## src/rtl/hcs_pkg.sv

```systemverilog
package hcs_pkg;
  localparam int HALT_BIT  = 12;
  localparam int RECL_BIT  = 13;
  localparam int PER_BIT   = 14;
  localparam int ASY_BIT   = 15;
  localparam int IAA_BIT   = 5;
  localparam logic [31:0] RESET_WORD = 32'h0000_1000;

  // Counter preload so that the copy lands on the lag-th edge after a change.
  function automatic int lag_preload(input int lag);
    return (lag > 1) ? lag - 1 : 0;
  endfunction

  function automatic logic [31:0] pack_status(input logic halted, input logic recl,
                                              input logic per_st, input logic asy_st,
                                              input logic iaa);
    logic [31:0] w;
    w = '0;
    w[HALT_BIT] = halted;
    w[RECL_BIT] = recl;
    w[PER_BIT]  = per_st;
    w[ASY_BIT]  = asy_st;
    w[IAA_BIT]  = iaa;
    return w;
  endfunction
endpackage

```

## src/rtl/hcs_sched_lag.sv

```systemverilog
module hcs_sched_lag #(
  parameter int LAG = 4
) (
  input  logic clk,
  input  logic rst_n,
  input  logic en_i,
  output logic status_o
);
  localparam int CW = $clog2(LAG + 1);
  localparam logic [CW-1:0] PRE = CW'(hcs_pkg::lag_preload(LAG));

  logic [CW-1:0] cnt_q;
  logic          en_q;
  logic          st_q;
  logic          change_w;

  assign change_w = (en_i != en_q);

  always_ff @(posedge clk) begin
    if (!rst_n) begin
      cnt_q <= '0;
      en_q  <= 1'b0;
      st_q  <= 1'b0;
    end else begin
      en_q <= en_i;
      if (change_w) begin
        if (LAG <= 1) st_q <= en_i;
        else          cnt_q <= PRE;
      end else if (cnt_q == CW'(1)) begin
        st_q  <= en_i;
        cnt_q <= '0;
      end else if (cnt_q != '0) begin
        cnt_q <= cnt_q - CW'(1);
      end
    end
  end

  assign status_o = st_q;
endmodule

```

## src/rtl/hcs_halt_track.sv

```systemverilog
module hcs_halt_track (
  input  logic clk,
  input  logic rst_n,
  input  logic run_i,
  input  logic stop_done_i,
  output logic halted_o
);
  logic halted_q;
  logic stop_seen_w;

  assign stop_seen_w = ~run_i & stop_done_i;

  always_ff @(posedge clk) begin
    if (!rst_n)           halted_q <= 1'b1;
    else if (run_i)       halted_q <= 1'b0;
    else if (stop_seen_w) halted_q <= 1'b1;
  end

  assign halted_o = halted_q & ~run_i;
endmodule

```

## src/rtl/hcs_iaa_flag.sv

```systemverilog
module hcs_iaa_flag (
  input  logic clk,
  input  logic rst_n,
  input  logic doorbell_i,
  input  logic adv_i,
  input  logic clr_i,
  output logic set_ev_o,
  output logic flag_o
);
  logic armed_q;
  logic flag_q;

  assign set_ev_o = adv_i & armed_q;

  always_ff @(posedge clk) begin
    if (!rst_n) begin
      armed_q <= 1'b0;
      flag_q  <= 1'b0;
    end else begin
      armed_q <= doorbell_i | (armed_q & ~adv_i);
      flag_q  <= set_ev_o | (flag_q & ~clr_i);
    end
  end

  assign flag_o = flag_q;
endmodule

```

## src/rtl/hc_status_reg.sv

```systemverilog
module hc_status_reg #(
  parameter int ADDR_W = 12,
  parameter logic [ADDR_W-1:0] BASE_ADDR = 'h24,
  parameter int SCHED_LAG = 4
) (
  input  logic              clk,
  input  logic              rst_n,
  input  logic              run_stop_i,
  input  logic              per_en_i,
  input  logic              async_en_i,
  input  logic              doorbell_i,
  input  logic              stop_done_i,
  input  logic              async_adv_i,
  input  logic              async_empty_i,
  input  logic [ADDR_W-1:0] addr_i,
  input  logic              wr_en_i,
  input  logic [3:0]        wr_be_i,
  input  logic [31:0]       wr_data_i,
  output logic [31:0]       rd_data_o
);
  localparam int N_SCHED = 2;

  logic [N_SCHED-1:0] en_vec;
  logic [N_SCHED-1:0] sched_st;
  logic               halted_w;
  logic               hit_w;
  logic               iaa_clr_w;
  logic               iaa_set_w;
  logic               iaa_w;
  logic [31:0]        status_w;
  logic               unused_bits;

  assign en_vec = {async_en_i, per_en_i};

  for (genvar g = 0; g < N_SCHED; g++) begin : g_sched
    hcs_sched_lag #(.LAG(SCHED_LAG)) u_lag (
      .clk      (clk),
      .rst_n    (rst_n),
      .en_i     (en_vec[g]),
      .status_o (sched_st[g])
    );
  end

  hcs_halt_track u_halt (
    .clk         (clk),
    .rst_n       (rst_n),
    .run_i       (run_stop_i),
    .stop_done_i (stop_done_i),
    .halted_o    (halted_w)
  );

  assign hit_w     = (addr_i[ADDR_W-1:2] == BASE_ADDR[ADDR_W-1:2]);
  assign iaa_clr_w = wr_en_i & hit_w & wr_be_i[0] & wr_data_i[hcs_pkg::IAA_BIT];

  hcs_iaa_flag u_iaa (
    .clk        (clk),
    .rst_n      (rst_n),
    .doorbell_i (doorbell_i),
    .adv_i      (async_adv_i),
    .clr_i      (iaa_clr_w),
    .set_ev_o   (iaa_set_w),
    .flag_o     (iaa_w)
  );

  assign status_w  = hcs_pkg::pack_status(halted_w, async_empty_i, sched_st[0],
                                          sched_st[1], iaa_w);
  assign rd_data_o = hit_w ? status_w : 32'h0;

  assign unused_bits = ^{wr_data_i[31:6], wr_data_i[4:0], wr_be_i[3:1], addr_i[1:0]};
endmodule

```

## config.mk

```make
export PLATFORM = sky130hd
export DESIGN_NAME = hc_status_reg
export DESIGN_NICKNAME = d
export VERILOG_FILES = /design/src/rtl/hcs_pkg.sv /design/src/rtl/hcs_sched_lag.sv /design/src/rtl/hcs_halt_track.sv /design/src/rtl/hcs_iaa_flag.sv /design/src/rtl/hc_status_reg.sv
export SDC_FILE = /design/constraint.sdc
export NUM_CORES = 1
export LEC_CHECK = 0
export ABC_AREA = 0
export BUFFER_PORTS_ARGS = -buffer_cell sky130_fd_sc_hd__buf_2
export CAP_MARGIN = 15
export CORE_AREA = 8 8 60 62
export CTS_CLUSTER_DIAMETER = 60
export DETAILED_ROUTE_END_ITERATION = 7
export DIE_AREA = 0 0 68 70
export PLACE_DENSITY_LB_ADDON = 0.15
export REMOVE_ABC_BUFFERS = 1
export SETUP_SLACK_MARGIN = 0.5
export SYNTH_ARGS = -nofsm -noshare
export SYNTH_HDL_FRONTEND = slang
export SYNTH_SLANG_ARGS = --single-unit
```

## constraint.sdc

```tcl
create_clock -name clk -period 2.7 [get_ports clk]
set_clock_uncertainty 0.15 [all_clocks]
set_input_delay 0.81 -clock clk [delete_from_list [all_inputs] [get_ports clk]]
set_output_delay 0.81 -clock clk [all_outputs]
set_load 0.005 [all_outputs]
```

==> flow_summary.json, run 1 <==
{
  "status": "finished with violations",
  "failed_checks": "negative setup slack",
  "dieArea_um2": 4760,
  "criticalPathCategory": "primary input to primary output",
  "hpwlAfterDp_um": 1590,
  "ys_seq_area_frac": 0.287,
  "io_pins": 90,
  "diodes": 0,
  "synth_cell_type_count": 25,
  "ant_nets": 0,
  "hold_buffers": 0,
  "port_buffers": 26,
  "clkTransAtPathRegs_ps": 80,
  "endpoint_kind": "primary output",
  "clock-sinks": 13,
  "power_uw": 453,
  "avgViaCountPerCell": 4.17,
  "fin_crit_ps": 2870,
  "mostFrequentLayoutCell": "conb_1",
  "numCtsBuffers": 3,
  "layout_common_cells": "conb_1, buf_2, dfxtp_1, o21ai_0, a21oi_1",
  "yosysTopAreaCellShare": 0.287,
  "yosysTopAreaCell": "dfxtp_1",
  "clkLatencyLatePin_ps": 270,
  "post_drt_wl_per_cell_um": 10.9,
  "vias": 697,
  "cts-root-buf": "clkbuf_4",
  "drc": 0,
  "max_cap_viol_count": 0,
  "area_growth_pct": 11.6,
  "synth-warning-count": 0,
  "grt_pass1_wl_um": 2950,
  "syn_avg_cell_area_um2": 8.47,
  "fin_crit_sh": 1.06,
  "power_density_nw_per_um2": 448,
  "setup_tns_ps": -727,
  "hold_viol": 0,
  "ys_ff_latch": 13,
  "synth.area.top_cells": "dfxtp_1, buf_4, ha_1, and2_1, a21oi_1",
  "critical_path.max_fanout": 5,
  "fp.dieW_um": 68,
  "initial_core_util": 0.340,
  "drv_slew": 0,
  "htree_levels": 1,
  "required_ps": 1740,
  "startpoint_type": "primary input",
  "grt.total_usage": 0.0776,
  "antenna_found_initial": 0,
  "drive_above_1_share": 0.257,
  "grt_pass1_vias": 699,
  "grt_max_degree": 9,
  "critPathArrivalTime_ps": 1910,
  "syn_inst": 107,
  "rsz0062_at_grt": "true",
  "cts_tree": "built",
  "ctsLongestPathBuffers": 2,
  "p_leak_nw": 0.508,
  "vdd_ir_drop_max_mv": 0.336,
  "fmax_ghz": 0.348,
  "gp_congestion": 0.726,
  "finalWorstSetupSlack_ps": -171,
  "setup_viol": 5,
  "min_path_type": "flop to flop",
  "final_nets": 201,
  "first_pass_iters": 4,
  "routed_wl_um": 1810,
  "chipHeight_um": 70,
  "grt_overflow": 0,
  "fin_util": 0.380,
  "drtIter0Drc": 28,
  "core_um2": 2660,
  "rows": 19,
  "synth_area_um2": 906
}
-- registers in the layout, summed over array words and instances, names as in the netlist --
name / cells
g_sched.u_lag.cnt_q: 6
g_sched.u_lag.en_q: 2
u_iaa.armed_q: 1
g_sched.u_lag.status_o: 2
u_halt.halted_q: 1
u_iaa.flag_o: 1
-- metal layers --
metal / wire [µm] / global-route usage / vias to the layer above
met5: 0 / 0 / -
met4: 14 / 0.0137 / 0
met3: 131 / 0.0399 / 2
met2: 961 / 0.135 / 23
met1: 706 / 0.0807 / 309
li1: - / - / 363
-- cell usage after synthesis --
master     count
and2_1         6
o21ai_1        1
ha_1           6
inv_1          3
nor3b_1        2
dfxtp_1       13
nand3b_1       2
a21oi_1        7
or2_1          1
nor4_1         1
o21ai_0        7
inv_2          3
nand2_1        5
or4_4          1
and3b_1        3
nand3_1        2
a31oi_1        2
nor3_4         1
nand4bb_1      1
xnor2_1        2
buf_4         27
conb_1         1
nor2_1         4
mux2_1         2
nand2b_1       4
-- report_power, final --
group / switching (mW) / total, mW / internal, mW
Clock: 0.0609 / 0.118 / 0.0572
Combinational: 0.0609 / 0.114 / 0.0533
Sequential: 0.0113 / 0.221 / 0.209
-- critical path, cell delays in order --
cell and delay, ps:
buf_6 90, or4_4 540, nor3_4 180, and3b_1 180, buf_2 110
-- final cells by class --
cell class              instances  area, µm²
clock buffers                   4       26.3
fillers                       292       1650
inverters                       6       22.5
multi-input cells              87        520
flip-flops and latches         13        260
well taps                      31       38.8
repair buffers                 26        143
-- through the flow --
step                area [µm²]  hold slack, ps  setup WS [ps]  std cells
detailed placement         970             305           -192        163
floorplan                  801             274           64.0        106
finish                    1010             315           -171        167
global route              1010             348           -235        167
CTS                       1000             317           -182        167
global placement           970             301           -190        163
-- final timing paths --
kind	start	end	slack, ps	cells after the start
hold reg to reg	u_iaa.flag_o	u_iaa.flag_o	310	2
setup / recovery	addr_i[7]	rd_data_o[12]	-170	5
setup reg to reg	g_sched[0].u_lag.cnt_q[1]	g_sched[0].u_lag.cnt_q[1]	1110	5
hold / removal	u_iaa.flag_o	u_iaa.flag_o	310	2
-- timing repair --
action                                 4_1_cts  5_1_grt
endpoints found under the hold margin        0        0
buffers inserted                             0        0
gates resized for setup                      1        2
pin swaps                                    4        2
setup endpoints to repair                    5        5
-- kinds of logic after synthesis --
logic type                 synth area share
AOI/OAI and AO/OA                    0.0967
xor gates and xnor gates             0.0193
adders and majority gates            0.0829
buffers and inverters                 0.249
DFF                                   0.287
muxes                                0.0249
other                               0.00414
and+or+nand+nor                       0.236
Note: power is estimated with default switching activity, not from simulation.
==> run 2: changes to the inputs <==
--- a/config.mk
+++ b/config.mk
@@ -8,13 +8,13 @@
 export ABC_AREA = 0
 export BUFFER_PORTS_ARGS = -buffer_cell sky130_fd_sc_hd__buf_2
 export CAP_MARGIN = 15
-export CORE_AREA = 8 8 60 62
+export CORE_AREA = 2 2 54 56
 export CTS_CLUSTER_DIAMETER = 60
 export DETAILED_ROUTE_END_ITERATION = 7
-export DIE_AREA = 0 0 68 70
-export PLACE_DENSITY_LB_ADDON = 0.15
+export DIE_AREA = 0 0 56 58
+export PLACE_DENSITY = 0.75
 export REMOVE_ABC_BUFFERS = 1
-export SETUP_SLACK_MARGIN = 0.5
+export SETUP_SLACK_MARGIN = 0.1
 export SYNTH_ARGS = -nofsm -noshare
 export SYNTH_HDL_FRONTEND = slang
 export SYNTH_SLANG_ARGS = --single-unit
==> flow_summary.json, run 2 (synthesis results as in run 1) <==
{
  "grt_max_degree": 9,
  "hpwlAfterDp_um": 1160,
  "fin_util": 0.376,
  "status": "finished with violations",
  "max_cap_viol_count": 0,
  "drive_above_1_share": 0.250,
  "seq_power_share": 0.486,
  "rr_worst_depth": 5,
  "failed_checks": "negative setup slack",
  "fin_crit_ps": 2860,
  "power_density_nw_per_um2": 451,
  "r2r_end": "g_sched[0].u_lag.cnt_q[1]",
  "clkLatencyLatePin_ps": 280,
  "startpoint_type": "primary input",
  "min_path_type": "flop to flop",
  "clock_power_share": 0.265,
  "chipHeight_um": 58,
  "p_switching_uw": 132,
  "hold_buffers": 0,
  "finalWorstSetupSlack_ps": -164,
  "min-delay-start": "u_iaa.flag_o",
  "p_leak_nw": 0.506,
  "largest_reg_flops": 6,
  "port_buffers": 26,
  "avgViaCountPerCell": 4.22,
  "grt_pass1_vias": 630,
  "layout_common_cells": "conb_1, buf_2, dfxtp_1, o21ai_0, a21oi_1",
  "ctsLongestPathBuffers": 2,
  "numCtsBuffers": 3,
  "critical_path.max_fanout": 5,
  "power.internal_uw": 320,
  "grt_pass1_wl_um": 2460,
  "final_nets": 201,
  "io_pins": 90,
  "vdd_ir_drop_max_mv": 0.209,
  "core_um2": 2660,
  "rows": 19,
  "ant_nets": 0,
  "mostFrequentLayoutCell": "conb_1",
  "cts-root-buf": "clkbuf_4",
  "switching_share": 0.293,
  "grt_overflow": 0,
  "clock-sinks": 13,
  "required_ps": 1740,
  "fp.dieW_um": 56,
  "criticalPathCategory": "primary input to primary output",
  "fmax_ghz": 0.349,
  "initial_core_util": 0.340,
  "r2r_slack_ps": 1150,
  "setup_viol": 5,
  "diodes": 0,
  "vias": 705,
  "drc": 0,
  "grt.total_usage": 0.0939,
  "gp_congestion": 0.733,
  "clkTransAtPathRegs_ps": 70,
  "dieArea_um2": 3250,
  "cp-startpoint": "addr_i[7]",
  "whs_endpoint": "u_iaa.flag_o",
  "post_drt_wl_per_cell_um": 8.80,
  "rsz0062_at_grt": "true",
  "fin_crit_sh": 1.06,
  "antenna_found_initial": 0,
  "setup_tns_ps": -695,
  "first_pass_iters": 4,
  "routed_wl_um": 1470,
  "hold_depth": 2,
  "drtIter0Drc": 13,
  "power_uw": 452,
  "critPathArrivalTime_ps": 1900,
  "cts_tree": "built",
  "regMostFlops": "g_sched.u_lag.cnt_q",
  "hold_viol": 0,
  "area_growth_pct": 10.6,
  "drv_slew": 0,
  "endpoint_kind": "primary output",
  "htree_levels": 1,
  "pwr-share-comb": 0.249,
  "rr_startpoint": "g_sched[0].u_lag.cnt_q[0]"
}
[run 2: cell count changes in the layout (fill, tap and decap cells not counted)]
| cell | delta |
|---|---|
| and2_1 | +1 |
| and2_4 | -1 |
| buf_2 | +1 |
| buf_6 | -1 |
[run 2: critical path, cell delays in order]
cell and delay, ps:
buf_6 90, or4_4 540, nor3_4 180, and3b_1 180, buf_2 100
[run 2: metal layers]
metal | track usage | vias up | part of all wire
met5 | 0 | - | 0
li1 | - | 359 | -
met4 | 0.0306 | 0 | 0.0082
met1 | 0.0918 | 309 | 0.38
met3 | 0.0268 | 2 | 0.080
met2 | 0.188 | 35 | 0.53
[run 2: how the worst max path moves through the flow]
stage	end	depth (start not counted)
detailed placement	rd_data_o[12]	5
finish	rd_data_o[12]	5
floorplan	rd_data_o[12]	3
global route	rd_data_o[12]	5
CTS	rd_data_o[12]	5
global placement	rd_data_o[12]	5
[run 2: what timing repair did]
action                                  4_1_cts  5_1_grt
hold endpoints to repair                      0        0
gates cloned                                  0        0
endpoints found under the setup margin        5        5
pin swaps                                     3        2
resized for setup                             1        0
buffers inserted                              0        0
[run 2: through the flow]
| step | hold WS, ps | setup slack [ps] | std cells | area (µm²) |
|---|---|---|---|---|
| detailed placement | 285 | -187 | 163 | 970 |
| global route | 356 | -209 | 167 | 1000 |
| finish | 297 | -164 | 167 | 1000 |
| global placement | 284 | -168 | 163 | 970 |
| CTS | 298 | -172 | 167 | 1000 |
| floorplan | 274 | 64.0 | 106 | 801 |
[run 2: final cells by class]
type,instances,area [µm²]
clock buffer,4,26.3
tap,31,38.8
multi-input combinational,87,518
timing repair buffer,26,136
sequential,13,260
fill,276,1660
inverter,6,22.5
[run 2: power groups by stage]
stage          Combinational, mW  Clock, mW  Sequential (mW)
2_1_floorplan             0.0823          0            0.222
3_3_place_gp               0.109          0            0.224
3_5_place_dp               0.112          0            0.224
4_1_cts                    0.113      0.125            0.220
5_1_grt                    0.131      0.134            0.222
6_report                   0.112      0.120            0.220
==> run 3: changes to the inputs <==
--- a/config.mk
+++ b/config.mk
@@ -8,11 +8,11 @@
 export ABC_AREA = 0
 export BUFFER_PORTS_ARGS = -buffer_cell sky130_fd_sc_hd__buf_2
 export CAP_MARGIN = 15
-export CORE_AREA = 2 2 54 56
+export CORE_AREA = 2 2 52 54
 export CTS_CLUSTER_DIAMETER = 60
 export DETAILED_ROUTE_END_ITERATION = 7
-export DIE_AREA = 0 0 56 58
-export PLACE_DENSITY = 0.75
+export DIE_AREA = 0 0 54 56
+export PLACE_DENSITY = 0.81
 export REMOVE_ABC_BUFFERS = 1
 export SETUP_SLACK_MARGIN = 0.1
 export SYNTH_ARGS = -nofsm -noshare
==> constraint.sdc (replaced) <==
create_clock -name clk -period 3.36 [get_ports clk]
set_clock_uncertainty 0.15 [all_clocks]
set_input_delay 1.008 -clock clk [delete_from_list [all_inputs] [get_ports clk]]
set_output_delay 1.008 -clock clk [all_outputs]
set_load 0.005 [all_outputs]
==> flow_summary.json, run 3 (synthesis results as in run 1) <==
{
  "seq_power_share": 0.484,
  "port_buffers": 26,
  "p_leak_nw": 0.506,
  "mostFrequentLayoutCell": "conb_1",
  "rows": 18,
  "crit_buf_inv": 2,
  "critPathArrivalTime_ps": 2100,
  "hold_viol": 0,
  "hold_buffers": 0,
  "layout_common_cells": "conb_1, buf_2, dfxtp_1, o21ai_0, a21oi_1",
  "rsz0062_at_grt": "true",
  "criticalPathCategory": "primary input to primary output",
  "vdd_ir_drop_max_mv": 0.272,
  "largest_reg_flops": 6,
  "clock_power_share": 0.266,
  "grt_pass1_wl_um": 2450,
  "first_pass_iters": 4,
  "fin_crit_sh": 0.971,
  "clkTransAtPathRegs_ps": 70,
  "ant_nets": 0,
  "fmax_ghz": 0.306,
  "drtIter0Drc": 7,
  "cp_top_family": "simple AND/OR/NAND/NOR gates",
  "avgViaCountPerCell": 4.20,
  "cp.depth": 5,
  "area_growth_pct": 10.5,
  "hold_depth": 2,
  "ctsLongestPathBuffers": 2,
  "initial_core_util": 0.372,
  "pwr-share-comb": 0.250,
  "max_cap_viol_count": 0,
  "numCtsBuffers": 3,
  "endpoint_kind": "primary output",
  "post_drt_wl_per_cell_um": 8.54,
  "min_path_type": "flop to flop",
  "setup_tns_ps": 0,
  "io_pins": 90,
  "grt.total_usage": 0.111,
  "fin_crit_ps": 3260,
  "p_switching_uw": 108,
  "drv_slew": 0,
  "power_density_nw_per_um2": 365,
  "switching_share": 0.296,
  "grt_overflow": 0,
  "grt_max_degree": 9,
  "rr_worst_depth": 5,
  "regMostFlops": "g_sched.u_lag.cnt_q",
  "drive_above_1_share": 0.250,
  "cts_tree": "built",
  "cts-root-buf": "clkbuf_4",
  "startpoint_type": "primary input",
  "slowest_delay_ps": 540,
  "slowest_stage": "or4_4",
  "hold-worst-slack_ps": 295,
  "required_ps": 2200,
  "clkLatencyLatePin_ps": 280,
  "cts_setup_buffers": 0,
  "status": "complete, no violations",
  "crit_chain": "buf_6 -> or4_4 -> nor3_4 -> and3b_1 -> buf_2",
  "vias": 697,
  "grt_pass1_vias": 590,
  "hpwlAfterDp_um": 1180,
  "gp_congestion": 0.746,
  "fp.dieW_um": 54,
  "setup_viol": 0,
  "critical_path.max_fanout": 5,
  "power_uw": 365,
  "routed_wl_um": 1420,
  "power.internal_uw": 257,
  "dieArea_um2": 3020,
  "htree_levels": 1,
  "antenna_found_initial": 0,
  "core_um2": 2430,
  "final_nets": 201,
  "fin_util": 0.412,
  "chipHeight_um": 56,
  "diodes": 0,
  "drc": 0,
  "clock-sinks": 13
}
==> run 3: cell counts in the layout (fill, tap and decap cells not counted) <==
Identical to the previous run, type by type.
==> run 3: power groups by stage <==
stage               logic [mW]  registers [mW]  clock network [mW]
CTS                     0.0912           0.177               0.104
global placement        0.0876           0.180                   0
floorplan               0.0662           0.179                   0
global route             0.108           0.179               0.110
finish                  0.0912           0.177              0.0973
detailed placement      0.0907           0.181                   0
==> run 3: worst reg2reg max path, stage by stage, from the launching register on <==
cell and delay (ps):
dfxtp_1 330, inv_1 100, ha_1 170, nor3b_1 290, mux2_1 350, a21oi_1 130
==> run 3: per-stage QoR <==
step,area (µm²),setup slack [ps],cells
4_1_cts,995,83.0,166
6_report,1000,97.2,166
5_1_grt,1000,54.4,166
3_3_place_gp,968,99.8,162
3_5_place_dp,968,82.9,162
2_1_floorplan,801,328,106
==> run 3: what timing repair did <==
| item | in CTS | in global routing |
|---|---|---|
| pin swaps | 0 | 3 |
| gates cloned | 0 | 0 |
| setup endpoints to repair | 1 | 5 |
| gates resized for setup | 0 | 1 |
==> run 3: final timing paths <==
path,startpoint,end,slack (ps)
setup reg to reg,g_sched[1].u_lag.cnt_q[0],g_sched[1].u_lag.cnt_q[1],1780
hold reg to reg,u_iaa.flag_o,u_iaa.flag_o,300
hold / removal,u_iaa.flag_o,u_iaa.flag_o,300
setup / recovery,addr_i[7],rd_data_o[12],100
==> run 3: cell type report <==
cell class	count	area, µm²
Clock buffer	4	26.3
Fill cell	266	1430
Inverter	6	22.5
Multi-Input combinational cell	87	518
Sequential cell	13	260
Tap cell	30	37.5
Timing Repair Buffer	26	136
==> run 3: metal layers <==
metal | GRT usage | routed length [µm]
met3 | 0.0484 | 120
met2 | 0.166 | 657
met5 | 0 | 0
met4 | 0.0643 | 44
met1 | 0.129 | 595
